**src/rtl/tern_pkg.sv**
```systemverilog
package tern_pkg;
  localparam int unsigned TRIT_W  = 2;
  localparam int unsigned RADIX   = 3;
  localparam int unsigned N_FUNCS = RADIX * RADIX * RADIX;
  localparam int unsigned SEL_W   = $clog2(N_FUNCS);
  localparam int unsigned N_FIXED = 5;

  typedef logic [TRIT_W-1:0] trit_t;

  localparam trit_t T_ZERO    = 2'b00;
  localparam trit_t T_ONE     = 2'b01;
  localparam trit_t T_TWO     = 2'b10;
  localparam trit_t T_ILLEGAL = 2'b11;

  // base-3 digit number pos of idx
  function automatic trit_t fn_digit(input int unsigned idx, input int pos);
    int unsigned v;
    v = idx;
    case (pos)
      0:       v = v % RADIX;
      1:       v = (v / RADIX) % RADIX;
      default: v = (v / (RADIX * RADIX)) % RADIX;
    endcase
    return trit_t'(v);
  endfunction

  function automatic trit_t fn_inc(input trit_t x);
    case (x)
      T_ZERO:  return T_ONE;
      T_ONE:   return T_TWO;
      T_TWO:   return T_ZERO;
      default: return T_ZERO;
    endcase
  endfunction

  function automatic trit_t fn_dec(input trit_t x);
    case (x)
      T_ZERO:  return T_TWO;
      T_ONE:   return T_ZERO;
      T_TWO:   return T_ONE;
      default: return T_ZERO;
    endcase
  endfunction

  // table index of each dedicated inverter: std, neg, pos, inc, dec
  function automatic int unsigned fn_fixed_index(input int k);
    case (k)
      0:       return 5;
      1:       return 2;
      2:       return 8;
      3:       return 7;
      default: return 11;
    endcase
  endfunction
endpackage

```
**src/rtl/tern_in_check.sv**
```systemverilog
module tern_in_check
  import tern_pkg::*;
(
  input  trit_t x,
  output logic  x_ok,
  output trit_t x_clean
);
  assign x_ok    = (x != T_ILLEGAL);
  assign x_clean = x_ok ? x : T_ZERO;

  always_comb begin
    AST_CLEAN_LEGAL: assert (x_clean != T_ILLEGAL);
  end
endmodule

```
**src/rtl/tern_lut_eval.sv**
```systemverilog
module tern_lut_eval
  import tern_pkg::*;
#(
  parameter int unsigned SW = SEL_W
) (
  input  logic [SW-1:0] sel,
  input  trit_t         x,
  input  logic          x_ok,
  output trit_t         y
);
  localparam int unsigned LAST = N_FUNCS - 1;

  int unsigned sel_u;
  logic        in_range;
  trit_t       dig [RADIX];

  assign sel_u    = 32'(sel);
  assign in_range = (sel_u <= LAST);

  generate
    for (genvar g = 0; g < RADIX; g++) begin : g_dig
      assign dig[g] = fn_digit(sel_u, g);
    end
  endgenerate

  always_comb begin
    y = T_ZERO;
    if (x_ok && in_range) begin
      case (x)
        T_ZERO:  y = dig[0];
        T_ONE:   y = dig[1];
        T_TWO:   y = dig[2];
        default: y = T_ZERO;
      endcase
    end
  end

  always_comb begin
    AST_DIGIT_LEGAL: assert (y != T_ILLEGAL);
  end
endmodule

```
**src/rtl/tern_fixed_bank.sv**
```systemverilog
module tern_fixed_bank
  import tern_pkg::*;
#(
  parameter int unsigned SW = SEL_W
) (
  input  trit_t                     x,
  input  logic                      x_ok,
  output logic [N_FIXED*TRIT_W-1:0] y_vec
);
  generate
    for (genvar g = 0; g < N_FIXED; g++) begin : g_fix
      localparam logic [SW-1:0] IDX = SW'(fn_fixed_index(g));
      trit_t y_one;
      tern_lut_eval #(.SW(SW)) eval_i (
        .sel  (IDX),
        .x    (x),
        .x_ok (x_ok),
        .y    (y_one)
      );
      assign y_vec[g*TRIT_W +: TRIT_W] = y_one;
    end
  endgenerate
endmodule

```
**src/rtl/tern_unary_unit.sv**
```systemverilog
module tern_unary_unit
  import tern_pkg::*;
#(
  parameter int unsigned SW = SEL_W
) (
  input  logic [1:0]    trit_in,
  input  logic [SW-1:0] func_sel,
  output logic [1:0]    sel_out,
  output logic [1:0]    std_inv_out,
  output logic [1:0]    neg_inv_out,
  output logic [1:0]    pos_inv_out,
  output logic [1:0]    inc_cyc_out,
  output logic [1:0]    dec_cyc_out,
  output logic          bad_trit,
  output logic          bad_sel
);
  localparam int unsigned LAST = N_FUNCS - 1;

  logic                      x_ok;
  trit_t                     x_clean;
  trit_t                     sel_y;
  logic [N_FIXED*TRIT_W-1:0] fix_vec;

  tern_in_check chk_i (
    .x       (trit_in),
    .x_ok    (x_ok),
    .x_clean (x_clean)
  );

  tern_lut_eval #(.SW(SW)) sel_i (
    .sel  (func_sel),
    .x    (x_clean),
    .x_ok (x_ok),
    .y    (sel_y)
  );

  tern_fixed_bank #(.SW(SW)) bank_i (
    .x     (x_clean),
    .x_ok  (x_ok),
    .y_vec (fix_vec)
  );

  assign sel_out     = sel_y;
  assign std_inv_out = fix_vec[0*TRIT_W +: TRIT_W];
  assign neg_inv_out = fix_vec[1*TRIT_W +: TRIT_W];
  assign pos_inv_out = fix_vec[2*TRIT_W +: TRIT_W];
  assign inc_cyc_out = fix_vec[3*TRIT_W +: TRIT_W];
  assign dec_cyc_out = fix_vec[4*TRIT_W +: TRIT_W];
  assign bad_trit    = !x_ok;
  assign bad_sel     = (32'(func_sel) > LAST);

  always_comb begin
    if (bad_trit) begin
      AST_BAD_TRIT_QUIET: assert ((sel_out | std_inv_out | neg_inv_out | pos_inv_out
                                   | inc_cyc_out | dec_cyc_out) == 2'b00);
    end
    if (bad_sel) begin
      AST_BAD_SEL_ZERO: assert (sel_out == T_ZERO);
    end
    if (!bad_trit) begin
      AST_STD_MIRROR: assert (std_inv_out == 2'(T_TWO - trit_in));
      AST_NEG_BELOW_STD: assert (neg_inv_out <= std_inv_out);
      AST_POS_ABOVE_STD: assert (pos_inv_out >= std_inv_out);
      AST_INC_STEP: assert (inc_cyc_out == fn_inc(trit_in));
      AST_DEC_STEP: assert (dec_cyc_out == fn_dec(trit_in));
      AST_DEC_TWICE: assert (fn_dec(dec_cyc_out) == inc_cyc_out);
      AST_INC_TWICE: assert (fn_inc(inc_cyc_out) == dec_cyc_out);
    end
    if (!bad_trit && 32'(func_sel) == 21) begin
      AST_IDENTITY: assert (sel_out == trit_in);
    end
  end
endmodule

```
**config.mk**
```make
export PLATFORM = sky130hd
export DESIGN_NAME = tern_unary_unit
export DESIGN_NICKNAME = d
export VERILOG_FILES = /design/src/rtl/tern_pkg.sv /design/src/rtl/tern_in_check.sv /design/src/rtl/tern_lut_eval.sv /design/src/rtl/tern_fixed_bank.sv /design/src/rtl/tern_unary_unit.sv
export SDC_FILE = /design/constraint.sdc
export NUM_CORES = 1
export LEC_CHECK = 0
export ABC_CLOCK_PERIOD_IN_PS = 15950
export BUFFER_PORTS_ARGS = -buffer_cell sky130_fd_sc_hd__buf_2
export CAP_MARGIN = 20
export CORE_AREA = 8 8 74 76
export DETAILED_ROUTE_END_ITERATION = 16
export DIE_AREA = 0 0 82 84
export PLACE_DENSITY = 0.57
export SYNTH_ARGS = -nofsm -noshare
export SYNTH_HDL_FRONTEND = slang
export SYNTH_SLANG_ARGS = --single-unit
```
**constraint.sdc**
```tcl
create_clock -name vclk -period 15.95
set_clock_uncertainty 0.2 [all_clocks]
set_input_delay 1.595 -clock vclk [all_inputs]
set_output_delay 1.595 -clock vclk [all_outputs]
set_load 0.02 [all_outputs]
```
Yosys cells after proc, flatten, opt, wreduce, memory -nomap -nowiden
Index checks and enable logic that the tools add are counted.

Divide/modulo/power cells: 5. Magnitude comparators: 2. Equal/unequal tests: 3. Multiplexer cells: 13. Reductions and logical operators: 4.

Operator list (number): 32-bit by 2-bit modulo with 32-bit output (second input constant) (2); 5-bit by 2-bit divider with 32-bit output (second input constant) (1); 5-bit by 4-bit divider with 32-bit output (second input constant) (1); 5-bit by 2-bit modulo with 32-bit output (second input constant) (1); 2-bit two-way mux (9); 2-bit case mux with 2 select lines (3); 2-bit case mux with 3 select lines (1); 5-bit > comparator (second input constant) (1); 5-bit <= comparator (second input constant) (1); 2-bit by 1-bit == test with 1-bit output (second input constant) (1); 2-bit == test (second input constant) (1); 2-bit logical NOT (1); 2-bit != test (second input constant) (1); 2-bit OR reduction (1); 1-bit logical AND (1); 1-bit logical NOT (1).

Input port bits: 7. Output and inout port bits: 14. Register bits after elaboration: 0. Word-level logic and storage cells: 27.

Depth between registers and ports, before layout
Word-level depth: 6. Depth in mapped cells: 35. Depth with buffers taken out: 33.

Cells and area by module
A second synthesis with hierarchy kept.

Cell total of the unflattened synthesis: 1011. Area, all modules: 7662.3 µm².

Modules (own cells, without submodules): tern_lut_eval (cells an instance 167, area an instance 1270.0 µm², times used 6); tern_in_check (cells an instance 3, area an instance 18.8 µm², times used 1); tern_unary_unit (cells an instance 4, area an instance 16.3 µm², times used 1); tern_fixed_bank (cells an instance 2, area an instance 7.5 µm², times used 1).

Least setup slack after synthesis
Ideal clock, no wire load.

Path type: input -> output. Start: input trit_in[0]. End: output sel_out[1]. Buffers on the path: 2. Stages: 35. Arrival time: 7.783 ns. Required time: 14.155 ns. Path slack: 6.372 ns. Path through: inv_1 > ha_1 > inv_1 > ha_1 > buf_6 > nor2b_2 > o21a_2 > a21oi_1 > ha_1 > a21o_2 > a211o_1 > a21oi_2 > xnor2_1 > ha_1 > ha_1 > nor2_1 > o211ai_2 > and2_1 > clkbuf_1 > nor3_2 > xnor2_1 > ha_1 > a21oi_1 > nand2b_1 > or4_4 > nand4_2 > a41oi_4 > o21ai_1 > nand2_1 > ha_1 > inv_1 > o2111ai_1 > nor2_1 > nand2_1 > a31oi_1.

RTL lines: from (decl) (RTL line tern_unary_unit.sv:6) `input logic [1:0] trit_in,`; to (decl) (RTL line tern_unary_unit.sv:8) `output logic [1:0] sel_out,`.

==> results.md <==
- Drt total wl: 3340 µm
- Post-synthesis instance area: 1470 µm²
- Setup TNS Final: 0 ns
- DR DRC count: 0
- Die span in y: 84 µm
- Count of hold-fix buffers inserted at cts: 0
- Arrival time of the worst setup path: 8.74 ns
- Syn_area_per_cell: 7.66 µm²
- Wire length of the first global-routing pass: 5800 µm
- Starting Density: 34.5%
- Count of clock-net buffers in the final layout: 0
- Number of antenna violations at the first check in global routing: 0
- Area of the core: 4260 µm²
- Per-cell routed wire length: 13.2 µm
- Logic gate share of total power: 100.0%
- Top cells by area, synth: ha_1 15%, xnor2_1 4.8%, nand2_1 4.3%
- Setup CP Type: primary input to output port
- Clk network pwr share: 0%
- Total chip power: 131 µW
- Part of the Yosys area used for sequential elements: 0%
- Crit path max-delay cell type: ha_1
- Class of the worst hold path: primary input to output port
- Largest fanout of any net on the critical path: 10
- Count of different cell masters after synthesis: 66
- Number of buffers inserted to repair setup after CTS: 0
- Proportion of layout cells with a drive suffix above 1: 26.0%
- Vias in the first global route: 1,288
- Maximum clock rate: 94.9 MHz
- Net Sw Power: 76.8 µW
- Share of power burned in registers: 0%
- CP required: 14.16 ns
- Post-DR vias/cell: 5.46
- Category of the worst setup path launch point: primary input
- Count of sequential standard cells: 0
- Hold WS: 3.39 ns
- I/O Buffers: 19
- Global-route usage over all layers: 9.69%
- Number of antenna diodes: 0
- Number of standard cells after synthesis: 192
- Count of instances resized after the clock tree is built: 0
- Worst rel slew slack: 66.6%
- Total number of vias: 1,375
- Final Wtd Congestion: 0.798
- Sw frac: 58.5%
- Transition time of the tightest slew-check pin: 0.498 ns
- Standby leakage power: 0.000664 µW
- Utilization after layout: 36.1%
- Share of the synthesized area in the top cell type: 15.3%
- Critical Path Max Stage Delay: 0.51 ns
- Register area: 0 µm²
- Internal cell power: 54.5 µW
- Maximum number of pins on one net before global-route repair: 11
- Setup repair after global routing missed its margin: no
- Final Cycle Share: 66.0%
- Cell Pwr Density: 85.4 nW/µm²
- Post-DP HPWL: 2820 µm
- Horizontal die dimension: 82 µm
- Number of maximum-capacitance violations: 0
- Leftover overflow at the end of global routing: 0
- Top Ports: 21
- Placement Rows: 24
- Setup crit end kind: output port
- Status: finished clean
- Initial detailed-routing violation count: 98
- Final hold viol count: 0
- Cell repeated most along the worst path: ha_1
- Final ANT Viol Nets: 0
- Final period demand of the worst path: 10.53 ns
- Final net count: 228
- Maximum resistive drop on vdd: 0.0572 mV
- Overall die area: 6890 µm²
- Number of detailed-route iterations in the first pass: 4
- Number of slew-limit violations in the final report: 0
- Synth Warn #: 0
- Layout overhead on the synthesized area: 4.60%
- Library cell with the largest summed area after synthesis: ha_1
- Setup-failing EPs final: 0
[layout by cell type (no fill, tap or decap), drive strengths merged, types with 4 or more instances in the layout]
cell	synthesis	routed
a21oi	13	13
a211o	4	4
o21ai	13	13
inv	15	15
ha	18	18
a211oi	4	4
or2	4	4
o2111ai	4	4
xnor2	8	8
nand3	4	4
o211ai	5	5
nor2	18	18
a21o	6	6
a31oi	5	5
buf	9	19
nand2	17	17
[cells in the mapped netlist, drive strengths merged, types with 5 or more instances]
cell type	number
a31oi	5
xnor2	8
nor2	18
a21o	6
buf	9
ha	18
o21ai	13
nand2	17
o211ai	5
inv	15
a21oi	13
[power groups by stage]
stage          clock (µW)  combinational [µW]  sequential (µW)
2_1_floorplan           0                 111                0
3_3_place_gp            0                 131                0
3_5_place_dp            0                 131                0
4_1_cts                 0                 132                0
5_1_grt                 0                 146                0
6_report                0                 131                0
[worst max-delay path, delay by kind of cell]
family | cells | cell delay, ns
simple gates | 9 | 1.64
buf+inv | 5 | 0.67
fa+ha+maj | 7 | 2.13
compound gates | 11 | 2.10
xor+xnor | 3 | 0.60
[final timing paths]
check / startpoint / to / slack (ns) / cells after the start
setup / recovery: trit_in[0] / sel_out[0] / 5.42 / 35
hold / removal: func_sel[4] / bad_sel / 3.39 / 4
[kinds of logic (layout without fill, tap and decap cells)]
family,count (synthesis),count (layout),synth area share [%]
AND/OR/NAND/NOR,63,63,24.2
buffers and inverters,28,34,10.6
other,1,3,0.255
adder cells (fa/ha/maj),19,19,16.7
multiplexers,4,4,3.66
AO/OA/AOI/OAI,66,66,37.5
XOR/XNOR,11,11,7.06
[per-layer routing]
layer | share of wire [%] | track usage [%]
met5 | 0 | 0
met4 | 0 | 0
met3 | 0.96 | 0
met2 | 52 | 18.1
met1 | 47 | 12.4
[layout make-up]
type / instances / area, µm²
Tap cell: 52 / 65.1
Multi-Input combinational cell: 166 / 1320
Fill cell: 471 / 2730
Inverter: 15 / 56.3
Timing Repair Buffer: 19 / 95.1
[through the flow]
stage / cells / setup WS, ns / area (µm²)
floorplan: 194 / 6.37 / 1480
global placement: 252 / 5.43 / 1540
detailed placement: 252 / 5.37 / 1540
CTS: 252 / 5.35 / 1540
global route: 252 / 4.77 / 1540
finish: 252 / 5.42 / 1540
Power figures use the tool's default switching activity.
